--- src/rtl/stop_wake_pkg.sv ---
package stop_wake_pkg;

  typedef enum logic [2:0] {
    SEQ_RUN    = 3'd0,
    SEQ_HALT   = 3'd1,
    SEQ_SETTLE = 3'd2,
    SEQ_TAIL   = 3'd3,
    SEQ_DONE   = 3'd4
  } seq_state_e;

  // Reload value of the settling counter: length minus one.
  function automatic int unsigned settle_reload(input logic sel_short,
                                                input int unsigned long_n,
                                                input int unsigned short_n);
    return (sel_short ? short_n : long_n) - 1;
  endfunction

  // True in the final `win` counts of a down-count that ends at zero.
  function automatic logic in_final_window(input int unsigned remaining,
                                           input int unsigned win);
    return remaining < win;
  endfunction

endpackage

--- src/rtl/wake_sync.sv ---
module wake_sync (
  input  logic clk,
  input  logic rst_n,
  input  logic advance,
  input  logic din_n,
  output logic dout_n
);
  logic stage1_n;
  logic stage2_n;

  always_ff @(posedge clk) begin
    if (!rst_n) begin
      stage1_n <= 1'b1;
      stage2_n <= 1'b1;
    end else if (advance) begin
      stage1_n <= din_n;
      stage2_n <= stage1_n;
    end
  end

  assign dout_n = stage2_n;
endmodule

--- src/rtl/settle_counter.sv ---
module settle_counter #(
  parameter int CW = 17
) (
  input  logic          clk,
  input  logic          rst_n,
  input  logic          load,
  input  logic [CW-1:0] load_val,
  input  logic          run,
  output logic [CW-1:0] count,
  output logic          at_zero
);
  always_ff @(posedge clk) begin
    if (!rst_n)
      count <= '0;
    else if (load)
      count <= load_val;
    else if (run && !at_zero)
      count <= count - 1'b1;
  end

  assign at_zero = (count == '0);
endmodule

--- src/rtl/tail_counter.sv ---
module tail_counter #(
  parameter int PHASES = 17,
  localparam int TW = (PHASES > 1) ? $clog2(PHASES) : 1
) (
  input  logic          clk,
  input  logic          rst_n,
  input  logic          run,
  output logic [TW-1:0] idx,
  output logic          first,
  output logic          last
);
  localparam logic [TW-1:0] LAST_IDX = TW'(PHASES - 1);

  always_ff @(posedge clk) begin
    if (!rst_n || !run)
      idx <= '0;
    else if (idx != LAST_IDX)
      idx <= idx + 1'b1;
  end

  assign first = run && (idx == '0);
  assign last  = run && (idx == LAST_IDX);
endmodule

--- src/rtl/stop_wake_seq.sv ---
module stop_wake_seq
  import stop_wake_pkg::*;
#(
  parameter int LONG_COUNT  = 131072,
  parameter int SHORT_COUNT = 16,
  parameter int SYNC_WINDOW = 4,
  parameter int POST_CYCLES = 17
) (
  input  logic clk,
  input  logic rst_n,
  input  logic stop_entry,
  input  logic wake_req_n,
  input  logic short_delay,
  input  logic int_pending_any,
  output logic clk_enable,
  output logic sync_enable,
  output logic arbitrate,
  output logic wake_irq_pending,
  output logic resume_next,
  output logic done
);
  localparam int CW = $clog2(LONG_COUNT);

  seq_state_e state, state_nx;

  // Named internal events
  logic          wake_sync_n;
  logic          seq_idle;
  logic          delay_start;
  logic          delay_expire;
  logic          in_settle;
  logic          in_tail;
  logic          tail_first;
  logic          tail_last;
  logic          sync_advance;
  logic [CW-1:0] settle_cnt;
  logic [CW-1:0] settle_load;
  logic          settle_zero;
  logic          service_flag;

  assign seq_idle  = (state == SEQ_RUN);
  assign in_settle = (state == SEQ_SETTLE);
  assign in_tail   = (state == SEQ_TAIL);

  assign sync_enable  = in_settle &&
                        in_final_window(int'(settle_cnt), SYNC_WINDOW);
  assign sync_advance = !in_settle || sync_enable;

  wake_sync u_sync (
    .clk     (clk),
    .rst_n   (rst_n),
    .advance (sync_advance),
    .din_n   (wake_req_n),
    .dout_n  (wake_sync_n)
  );

  assign delay_start = (state == SEQ_HALT) && !wake_sync_n;
  assign settle_load = CW'(settle_reload(short_delay, LONG_COUNT, SHORT_COUNT));

  settle_counter #(.CW(CW)) u_settle (
    .clk      (clk),
    .rst_n    (rst_n),
    .load     (delay_start),
    .load_val (settle_load),
    .run      (in_settle),
    .count    (settle_cnt),
    .at_zero  (settle_zero)
  );

  assign delay_expire = in_settle && settle_zero;

  logic [((POST_CYCLES > 1) ? $clog2(POST_CYCLES) : 1)-1:0] tail_idx;

  tail_counter #(.PHASES(POST_CYCLES)) u_tail (
    .clk   (clk),
    .rst_n (rst_n),
    .run   (in_tail),
    .idx   (tail_idx),
    .first (tail_first),
    .last  (tail_last)
  );

  always_comb begin
    state_nx = state;
    unique case (state)
      SEQ_RUN:    if (stop_entry)   state_nx = SEQ_HALT;
      SEQ_HALT:   if (delay_start)  state_nx = SEQ_SETTLE;
      SEQ_SETTLE: if (delay_expire) state_nx = SEQ_TAIL;
      SEQ_TAIL:   if (tail_last)    state_nx = SEQ_DONE;
      SEQ_DONE:                     state_nx = SEQ_RUN;
      default:                      state_nx = SEQ_RUN;
    endcase
  end

  always_ff @(posedge clk) begin
    if (!rst_n)
      state <= SEQ_RUN;
    else
      state <= state_nx;
  end

  always_ff @(posedge clk) begin
    if (!rst_n || delay_start || state == SEQ_DONE)
      wake_irq_pending <= 1'b0;
    else if (delay_expire)
      wake_irq_pending <= !wake_sync_n;
  end

  always_ff @(posedge clk) begin
    if (!rst_n || delay_start)
      service_flag <= 1'b0;
    else if (tail_first)
      service_flag <= wake_irq_pending || int_pending_any;
  end

  assign arbitrate   = tail_first;
  assign done        = (state == SEQ_DONE);
  assign resume_next = done && !service_flag;
  assign clk_enable  = !((state == SEQ_HALT) || in_settle);

endmodule

--- config.mk ---
export PLATFORM = sky130hd
export DESIGN_NAME = stop_wake_seq
export DESIGN_NICKNAME = d
export VERILOG_FILES = /design/src/rtl/stop_wake_pkg.sv /design/src/rtl/wake_sync.sv /design/src/rtl/settle_counter.sv /design/src/rtl/tail_counter.sv /design/src/rtl/stop_wake_seq.sv
export SDC_FILE = /design/constraint.sdc
export NUM_CORES = 1
export LEC_CHECK = 0
export CELL_PAD_IN_SITES_DETAIL_PLACEMENT = 1
export CELL_PAD_IN_SITES_GLOBAL_PLACEMENT = 1
export CORE_MARGIN = 2
export CORE_UTILIZATION = 48
export CTS_BUF_LIST = sky130_fd_sc_hd__clkbuf_4
export DETAILED_ROUTE_END_ITERATION = 8
export PLACE_DENSITY_LB_ADDON = 0.1
export SETUP_SLACK_MARGIN = 0.1
export SYNTH_ARGS = -nofsm -noshare
export SYNTH_HDL_FRONTEND = slang
export SYNTH_SLANG_ARGS = --single-unit
export TNS_END_PERCENT = 5
--- constraint.sdc ---
create_clock -name clk -period 5.66 [get_ports clk]
set_input_delay 0.849 -clock clk [delete_from_list [all_inputs] [get_ports clk]]
set_output_delay 0.849 -clock clk [all_outputs]
set_load 0.005 [all_outputs]
After elaboration in Yosys (flattened, before gate mapping) --
Index checks and enable logic that the tools add are counted.
Storage, ports and cells: flip-flop bits (word level) 29, bits of input ports 6, output and inout bits 6, word-level logic and storage cells 54
Cells by class: add/sub/neg operators 3, $lt $le $gt $ge 1, eq/ne operators 10, muxes and demuxes 8, reduce and logical (&&, ||, !) cells 25
Operator list (count):
- $mux 17 | 2
- $sub 17x1->17 const B | 2
- $logic_not 17->1 | 1
- $lt 17x3->1 const B | 1
- $mux 3 | 4
- $pmux 3 s4 | 1
- $ne 2x2->1 const B | 4
- $logic_and 1x1->1 | 7
- $logic_not 1->1 | 7
- $eq 3x2->1 const B | 2
- $logic_or 1x1->1 | 6
- $add 5x1->5 const B | 1
- $eq 5x5->1 const B | 1
- $logic_not 5->1 | 1
- $mux 5 | 1
- $ne 5x5->1 const B | 1
- $reduce_and 4->1 | 1
- $eq 3x1->1 const B | 1
- $eq 3x3->1 const B | 1
- $logic_not 3->1 | 1
- $reduce_bool 2->1 | 1

Depth between registers and ports, before layout --
Gate-level depths: netlist of run 1.
depth in word-level cells 5, mapped depth 8, gate-level depth less buffers 7

Cells and area by module --
From an unflattened synthesis of run 1, not the netlist that was laid out.
Second synthesis, totals: cell total of the unflattened synthesis 203, area total of the unflattened synthesis 1719.1 um^2
Modules (own cells, without submodules):
- settle_counter | times used 1, cells each 129, area each 1051.0 um^2, sequential area each 340.3 um^2
- stop_wake_seq | times used 1, cells each 42, area each 354.1 um^2, sequential area each 100.1 um^2
- tail_counter | times used 1, cells each 26, area each 246.5 um^2, sequential area each 100.1 um^2
- wake_sync | times used 1, cells each 6, area each 67.6 um^2, sequential area each 40.0 um^2

Worst setup path before layout of run 1 --
No wires, ideal clock.
kind register -> output, start register state[2], end output port sync_enable, data arrival time 1310 ps, data required time 4811 ps, path slack 3501 ps, cell stages (with the launch flop) 4, path buffers 0, path through dfxtp_1 > nor3b_1 > nand3_1 > nor4_1
On the way: cells in the longest elaborated chain, start to end 2
RTL lines:
- start: declaration | RTL line stop_wake_seq.sv:24 | seq_state_e state, state_nx;
- start signal: assignment | RTL line stop_wake_seq.sv:99 | state <= state_nx;
- $eq 3x2->1 | RTL line stop_wake_seq.sv:42 | assign in_settle = (state == SEQ_SETTLE);
- $logic_and 1x1->1 | RTL line stop_wake_seq.sv:45 | assign sync_enable = in_settle &&
- end: declaration | RTL line stop_wake_seq.sv:16 | output logic sync_enable,
Every way passes these cells.

Final worst setup path of run 1 --
start register state[1], end output port sync_enable
The elaborated chain is that of the path after synthesis.

==> results of run 1 <==
tightest hold or removal path, delay by kind of cell, from the launching register on:
| kind | cells | cell delay [ns] |
|---|---|---|
| flops | 1 | 0.34 |
| mux | 1 | 0.07 |
| simple gates | 1 | 0.05 |
cell families after synthesis:
logic type / Yosys count
muxes: 4
DFF: 29
adders and majority gates: 2
and+or+nand+nor: 76
AOI/OAI and AO/OA: 41
xor gates and xnor gates: 7
buffers and inverters: 13
stage by stage:
stage / util [%] / cells
2_1_floorplan: - / 172
3_3_place_gp: 55.4 / 207
3_5_place_dp: 55.4 / 207
4_1_cts: 57.2 / 215
5_1_grt: 57.2 / 215
6_report: 57.2 / 215
layout make-up:
cell class | instances | area share (%)
Multi-Input combinational cell | 130 | 50.2
Sequential cell | 29 | 35.9
Timing Repair Buffer | 12 | 7.27
Tap cell | 31 | 2.40
Clock buffer | 5 | 2.32
Inverter | 5 | 1.16
Clock inverter | 3 | 0.773
power by group through the flow:
stage | sequential, W | combinational (W) | clock [W]
global route | 0.000221 | 0.0000747 | 0.000133
CTS | 0.000220 | 0.0000667 | 0.000123
finish | 0.000220 | 0.0000673 | 0.000119
detailed placement | 0.000225 | 0.0000668 | 0
floorplan | 0.000221 | 0.0000529 | 0
global placement | 0.000224 | 0.0000632 | 0
cell usage after synthesis, drive strengths merged:
master / count / area [um^2]
mux2i: 3 / 30.0
nand3: 8 / 40.0
a31oi: 3 / 18.8
xnor2: 2 / 17.5
o2111ai: 1 / 8.76
nand2b: 4 / 25.0
o21a: 4 / 30.0
nor3: 5 / 25.0
and2b: 1 / 7.51
or3: 1 / 6.26
o311ai: 1 / 8.76
nand2: 12 / 45.0
o41ai: 1 / 8.76
a41oi: 1 / 8.76
ha: 2 / 25.0
xor2: 5 / 43.8
nor2: 26 / 97.6
or4b: 1 / 13.8
a32o: 1 / 10.0
o31ai: 1 / 7.51
a21oi: 6 / 30.0
inv: 5 / 18.8
o311a: 1 / 10.0
o31a: 5 / 43.8
dfxtp: 29 / 581
o211a: 2 / 20.0
mux2: 1 / 11.3
nor3b: 3 / 22.5
o22a: 1 / 8.76
a2111oi: 1 / 8.76
o211ai: 2 / 15.0
o21ai: 4 / 20.0
and2: 2 / 12.5
nand4: 3 / 18.8
and4b: 1 / 10.0
nor4: 7 / 43.8
clkbuf: 5 / 18.8
a22oi: 1 / 7.51
o22ai: 5 / 31.3
nor4b: 1 / 8.76
buf: 3 / 26.3
or4: 1 / 11.3
worst max-delay path by stage:
stage / endpoint / slack (ns)
after detailed placement: sync_enable / 2.46
after global placement: sync_enable / 2.65
after CTS: sync_enable / 2.11
after floorplan: sync_enable / 3.50
final: sync_enable / 2.10
after global routing: sync_enable / 1.92
sequential cells by signal (all words and copies together), names as in the netlist:
register and flops:
u_sync.stage1_n 1, state 3, u_settle.count 17, service_flag 1, u_sync.dout_n 1, wake_irq_pending 1
u_tail.idx 5
layer usage:
layer  share of wire, %  wire length (um)
met5                  0                 0
met4                1.5                56
met3                3.9               146
met2                 49              1830
met1                 46              1700
==> results.yml, run 1 <==
hold_path:
  hp-class: "reg2reg"
  whs_endpoint: "u_sync.stage1_n"
  holdPathStages: 2
  min_from: "u_sync.stage1_n"
sta:
  relSlewSlack_pct: 46.4
  hold-worst-slack_ns: 0.484
  skew_ns: 0.0114
  setup_viol: 0
  fin_crit_ns: 3.56
  worst_slew_pin_slew_ns: 0.793
  final.setup.worst_slack_ns: 2.10
  post-route-period-util_pct: 62.8
  rsz0062_at_grt: "no"
  tns_ns: 0
  slew_viol_final: 0
  max_freq_ghz: 0.281
  hold_viol_final: 0
detailed_routing:
  route.detailed.drc: 0
  detail_route.vias_per_cell: 6.36
  num_vias: 1368
  drt_iter0_drc: 71
  wl_per_cell_um: 17.3
  final_antenna_net_count: 0
  first_pass_iters: 4
  wirelength_um: 3730
synth:
  yosys_warnings: 0
  synth_xor_area_share_pct: 4.21
  syn_area_um2: 1460
  syn_area_per_cell_um2: 8.47
  synth_mux_area_share_pct: 2.84
  ys_seq_elements: 29
  yosysSeqAreaShare_pct: 39.9
  syn_inst: 172
  synth_nets: 180
  synth_compound_area_share_pct: 20.4
  yosysUniqueCellTypes: 44
  synth_top_family_by_area: "simple AND/OR/NAND/NOR gates"
  synthAdderAreaFrac_pct: 1.72
  synthSimpleGateAreaFrac_pct: 26.6
place:
  gp_congestion: 0.929
  numPortBuffers: 11
  pre_cts_slack_ns: 2.46
  place_area_um2: 1570
  dp_hpwl_um: 2840
global_routing:
  grt_first_pass_wirelength_um: 6310
  busiest_layer: "met2"
  grt_start_max_net_pins: 21
  grt_pass1_vias: 1307
  overflow: 0
  use_met3_pct: 6.55
  antenna_found_initial: 0
  use_met1_pct: 32.2
  met2_usage_pct: 39.2
  grtUsageTotal_pct: 24.6
clock_network:
  numCtsBuffers: 5
  cts.sinks: 29
  postCtsHoldBufs: 0
  cts_tree: "built"
  cts_root_buffer: "clkbuf_4"
  cts_buffer_depth: 2
  insertion_delay_ns: 0.33
  post_cts_resized: 0
  htree_levels: 2
  path_clk_slew_ns: 0.09
  cts_setup_buffers: 0
setup_path:
  worstSetupStartpointType: "register"
  worst-path-buf-inv: 1
  worstSetupPathType: "reg2out"
  endpoint_kind: "primary output"
  crit_cells: 4
  crit_family: "simple AND/OR/NAND/NOR gates"
  reg2regPathDepth: 4
  worstPathArrival_ns: 2.71
  cp_max_fo: 13
  reg2reg_from: "state[1]"
  timing.critical_path.cells: "nor3b_1 > nand3_1 > nor4_1 > clkdlybuf4s50_1"
  slowest_delay_ns: 0.64
  worstSetupStartpoint: "state[1]"
  critical_path_required_ns: 4.81
  ff2ff_setup_slack_ns: 3.13
  r2r-end: "u_settle.count[11]"
  crit_slowest_cell: "nor3b_1"
finish:
  stdcell_area_um2: 1620
  syn_to_final_growth_pct: 11.1
  final_common_cell: "dfxtp_1"
  final_cell_mix: "dfxtp_1 (29), nor2_1 (26), nand2_1 (12)"
  fillers: 350
  regArea_um2: 581
  multiInputGateArea_um2: 812
  layout.nets: 191
  drive_gt1_share_pct: 5.43
  antennaDiodeCount: 0
floorplanning:
  ios: 12
  initial_core_util_pct: 51.5
  dieArea_um2: 3490
  core_area_um2: 2830
  fp.dieH_um: 59.1
  die-width_um: 59.1
  rows: 19
pwr:
  clkPwrFrac_pct: 29.2
  switching_share_pct: 30.8
  p_sw_w: 0.000125
  p_leak_nw: 0.625
  power.density_nw_per_um2: 251
  intPower_w: 0.000281
  pwr-share-seq_pct: 54.2
  finalPower_w: 0.000406
  p_comb_share_pct: 16.6
  ir_worst_vdd_mv: 0.130
run_status:
  outcome: "complete, no violations"
flow_run:
  drv.max_cap_violation_count: 0
Note: power is estimated with default switching activity, not from simulation.
==> run 2: changes to the inputs <==
--- a/config.mk
+++ b/config.mk
@@ -8,7 +8,7 @@
 export CELL_PAD_IN_SITES_DETAIL_PLACEMENT = 1
 export CELL_PAD_IN_SITES_GLOBAL_PLACEMENT = 1
 export CORE_MARGIN = 2
-export CORE_UTILIZATION = 48
+export CORE_UTILIZATION = 45
 export CTS_BUF_LIST = sky130_fd_sc_hd__clkbuf_4
 export DETAILED_ROUTE_END_ITERATION = 8
 export PLACE_DENSITY_LB_ADDON = 0.1
==> constraint.sdc (replaced) <==
create_clock -name clk -period 3.54 [get_ports clk]
set_input_delay 0.531 -clock clk [delete_from_list [all_inputs] [get_ports clk]]
set_output_delay 0.531 -clock clk [all_outputs]
set_load 0.005 [all_outputs]
==> results.yml, run 2 (synthesized netlist as in run 1, its figures left out) <==
run_status:
  outcome: "complete, no violations"
clock_network:
  htree_levels: 2
  cts_root_buffer: "clkbuf_4"
  path_clk_slew_ns: 0.09
  post_cts_resized: 0
  insertion_delay_ns: 0.34
  cts.sinks: 29
  cts_tree: "built"
  postCtsHoldBufs: 0
  cts_buffer_depth: 2
  numCtsBuffers: 5
  cts_setup_buffers: 0
finish:
  largest_reg_flops: 17
  syn_to_final_growth_pct: 13.0
  final_common_cell: "dfxtp_1"
  fin_cells: 228
  drive_gt1_share_pct: 6.52
  reg.largest.list: "u_settle.count x17, u_tail.idx x5, state x3"
  antennaDiodeCount: 0
  fin_util_pct: 53.5
  regMostFlops: "u_settle.count"
  final_cell_mix: "dfxtp_1 (29), nor2_1 (26), nand2_1 (12)"
  layout.nets: 192
  stdcell_area_um2: 1650
pwr:
  p_leak_nw: 0.633
  power.density_nw_per_um2: 397
  ir_worst_vdd_mv: 0.251
global_routing:
  grtUsageTotal_pct: 23.0
  antenna_found_initial: 0
  grt_start_max_net_pins: 21
  overflow: 0
  grt_first_pass_wirelength_um: 6110
  grt_pass1_vias: 1323
place:
  numPortBuffers: 11
  place_area_um2: 1590
  dp_hpwl_um: 2850
  placedCellCount: 221
  gp_congestion: 0.860
setup_path:
  cp_max_fo: 13
  endpoint_kind: "primary output"
  crit_slowest_cell: "dfxtp_1"
  worstSetupPathType: "reg2out"
  timing.critical_path.cells: "nor3b_2 > nand3_1 > nor4_1 > clkdlybuf4s50_1"
  worstSetupStartpointType: "register"
  critical_path_required_ns: 3.01
  slowest_delay_ns: 0.57
  worstPathArrival_ns: 2.45
sta:
  max_freq_ghz: 0.336
  hold_viol_final: 0
  fin_crit_ns: 2.98
  worst_slew_pin_slew_ns: 0.806
  rsz0062_at_grt: "no"
  skew_ns: 0.00167
  setup_viol: 0
  slew_viol_final: 0
  post-route-period-util_pct: 84.1
  tns_ns: 0
  relSlewSlack_pct: 45.9
floorplanning:
  die-width_um: 60.9
  core_area_um2: 3080
  ios: 12
  rows: 20
  initial_core_util_pct: 47.3
  fp.dieH_um: 60.9
  dieArea_um2: 3710
detailed_routing:
  first_pass_iters: 4
  wirelength_um: 3780
  detail_route.vias_per_cell: 5.96
  wl_per_cell_um: 16.6
  route.detailed.drc: 0
  final_antenna_net_count: 0
  num_vias: 1360
  drt_iter0_drc: 28
flow_run:
  drv.max_cap_violation_count: 0
hold_path:
  hp-class: "reg2reg"
-- run 2: cell count changes in the layout (fill, tap and decap cells not counted) --
| cell | previous run | this run |
|---|---|---|
| buf_4 | 1 | 2 |
| clkbuf_4 | 5 | 6 |
| clkinv_1 | 2 | 1 |
| clkinv_2 | 1 | 0 |
| nor3b_1 | 3 | 2 |
| nor3b_2 | 0 | 1 |
-- run 2: layer usage --
| layer | share of wire [%] | global-route usage [%] |
|---|---|---|
| met5 | 0 | 0 |
| met4 | 1.9 | 13.0 |
| met3 | 3.0 | 4.69 |
| met2 | 48 | 38.2 |
| met1 | 47 | 27.5 |
-- run 2: worst max-delay path: cells and delay by family (launching register included) --
family | cells | cell delay, ns
flip-flops | 1 | 0.57
AND/OR/NAND/NOR | 3 | 0.97
buffers and inverters | 1 | 0.56
-- run 2: area by class of cell --
type / instances / area [um^2]
fillers: 384 / 1430
multi-input cells: 130 / 817
flip-flops and latches: 29 / 581
repair buffers: 13 / 125
well taps: 44 / 55.1
clock buffers: 6 / 45.0
inverters: 5 / 18.8
clock inverters: 1 / 3.75
-- run 2: power by group --
group / switching, W / leakage (nW) / internal (W)
Clock: 0.000116 / 0.0292 / 0.0000794
Combinational: 0.0000648 / 0.369 / 0.0000408
Sequential: 0.0000149 / 0.235 / 0.000337
Total: 0.000196 / 0.633 / 0.000458
-- run 2: path summary, 6_finish.rpt --
| check | cells past startpoint | endpoint | slack [ns] | start |
|---|---|---|---|---|
| setup / recovery | 4 | sync_enable | 0.56 | state[1] |
| hold / removal | 2 | u_sync.dout_n | 0.49 | u_sync.stage1_n |
| setup reg to reg | 5 | u_settle.count[11] | 1.06 | u_settle.count[5] |
| hold reg to reg | 2 | u_sync.dout_n | 0.49 | u_sync.stage1_n |
-- run 2: through the flow --
stage / total power (W) / hold slack, ns / setup slack, ns
2_1_floorplan: 0.000437 / 0.441 / 1.41
3_3_place_gp: 0.000460 / 0.456 / 0.825
3_5_place_dp: 0.000464 / 0.469 / 0.697
4_1_cts: 0.000654 / 0.491 / 0.288
5_1_grt: 0.000687 / 0.532 / 0.338
6_report: 0.000654 / 0.486 / 0.563
==> run 3: changes to the inputs <==
--- a/config.mk
+++ b/config.mk
@@ -8,7 +8,7 @@
 export CELL_PAD_IN_SITES_DETAIL_PLACEMENT = 1
 export CELL_PAD_IN_SITES_GLOBAL_PLACEMENT = 1
 export CORE_MARGIN = 2
-export CORE_UTILIZATION = 45
+export CORE_UTILIZATION = 40
 export CTS_BUF_LIST = sky130_fd_sc_hd__clkbuf_4
 export DETAILED_ROUTE_END_ITERATION = 8
 export PLACE_DENSITY_LB_ADDON = 0.1
==> constraint.sdc (replaced) <==
create_clock -name clk -period 2.55 [get_ports clk]
set_input_delay 0.3825 -clock clk [delete_from_list [all_inputs] [get_ports clk]]
set_output_delay 0.3825 -clock clk [all_outputs]
set_load 0.005 [all_outputs]
==> results.yml, run 3 (synthesized netlist as in run 1, its figures left out) <==
finish:
  syn_to_final_growth_pct: 20.4
  largest_reg_flops: 17
  final_common_cell: "dfxtp_1"
  layout.nets: 199
  reg.largest.list: "u_settle.count x17, u_tail.idx x5, state x3"
  final_cell_mix: "dfxtp_1 (29), nor2_1 (26), nand2_1 (12)"
  antennaDiodeCount: 0
  regMostFlops: "u_settle.count"
  drive_gt1_share_pct: 11.5
clock_network:
  numCtsBuffers: 5
  cts_setup_buffers: 0
  insertion_delay_ns: 0.34
  cts_buffer_depth: 2
  htree_levels: 2
  cts_tree: "built"
  cts.sinks: 29
  path_clk_slew_ns: 0.09
  cts_root_buffer: "clkbuf_4"
sta:
  skew_ns: 0.00371
  fin_crit_ns: 2.32
  relSlewSlack_pct: 63.9
  rsz0062_at_grt: "yes"
  final.setup.worst_slack_ns: 0.231
  worst_slew_pin_slew_ns: 0.535
  slew_viol_final: 0
  post-route-period-util_pct: 91.0
  max_freq_ghz: 0.431
  setup_viol: 0
  tns_ns: 0
  hold_viol_final: 0
global_routing:
  grt_start_max_net_pins: 20
  grt_pass1_vias: 1459
  grt_first_pass_wirelength_um: 6820
  antenna_found_initial: 0
  overflow: 0
  grtUsageTotal_pct: 21.5
detailed_routing:
  drt_iter0_drc: 69
  first_pass_iters: 4
  detail_route.vias_per_cell: 5.74
  wl_per_cell_um: 16.4
  num_vias: 1366
  route.detailed.drc: 0
  final_antenna_net_count: 0
  wirelength_um: 3910
place:
  numPortBuffers: 11
  gp_congestion: 0.874
  dp_hpwl_um: 2790
  pre_cts_slack_ns: 0.333
floorplanning:
  dieArea_um2: 4140
  rows: 21
  ios: 12
  fp.dieH_um: 64.3
  initial_core_util_pct: 42.6
  die-width_um: 64.3
  core_area_um2: 3420
flow_run:
  drv.max_cap_violation_count: 0
hold_path:
  hp-class: "reg2reg"
setup_path:
  critical_path_required_ns: 2.17
  worstSetupPathType: "reg2out"
  worstPathArrival_ns: 1.94
  endpoint_kind: "primary output"
  worstSetupStartpointType: "register"
  cp_max_fo: 3
run_status:
  outcome: "complete, no violations"
pwr:
  power.density_nw_per_um2: 590
  p_leak_nw: 0.706
  ir_worst_vdd_mv: 0.296
[run 3: cell types whose count changed in the layout (fill, tap and decap cells not counted), sizes merged]
cell,delta
clkdlybuf4s50,-1
bufinv,+1
buf,+7
dlymetal6s2s,+1
[run 3: final cells by class]
type	instances	area [um^2]
fillers	416	1660
multi-input cells	130	838
flip-flops and latches	29	581
repair buffers	20	180
well taps	46	57.6
clock buffers	6	45.0
clock inverters	2	33.8
inverters	5	18.8
[run 3: final timing paths]
path / start / endpoint / slack (ns) / depth (start not counted)
max: u_tail.idx[0] / arbitrate / 0.23 / 5
min: u_sync.stage1_n / u_sync.stage1_n / 0.48 / 2
max reg2reg: state[0] / u_settle.count[10] / 0.25 / 6
min reg2reg: u_sync.stage1_n / u_sync.stage1_n / 0.48 / 2
[run 3: worst max-delay path: stages (launching register included)]
cell	delay, ns
dfxtp_1	0.34
inv_1	0.09
ha_1	0.15
nor3b_1	0.24
and4b_1	0.28
clkdlybuf4s50_1	0.52
[run 3: what timing repair did]
| item | 4_1_cts | 5_1_grt |
|---|---|---|
| gates resized for setup | 2 | 3 |
| endpoints found under the setup margin | 1 | 2 |
| hold buffers | 0 | 0 |
[run 3: per-layer routing]
| metal | GRT usage (%) | vias up | part of all wire [%] |
|---|---|---|---|
| li1 | - | 675 | - |
| met1 | 25.4 | 646 | 46 |
| met2 | 34.8 | 32 | 47 |
| met3 | 6.34 | 13 | 4.1 |
| met4 | 11.7 | 0 | 2.9 |
| met5 | 0 | - | 0 |
[run 3: stage by stage]
stage	instance area (um^2)	hold WS, ns	std cells	total power [W]	util, %
after detailed placement	1650	0.463	230	0.000651	48.2
after global routing	1750	0.513	238	0.00108	51.4
after CTS	1740	0.488	238	0.00103	50.8
final	1750	0.482	238	0.00104	51.4
after floorplan	1460	0.441	172	0.000607	-
after global placement	1650	0.452	230	0.000649	48.2
[run 3: report_power, final]
part	internal, W	leakage [nW]	switching (W)	total, W
logic	0.0000655	0.427	0.0000945	0.000160
registers	0.000468	0.235	0.0000216	0.000490
clock network	0.000214	0.0433	0.000170	0.000385
total	0.000748	0.706	0.000287	0.00104
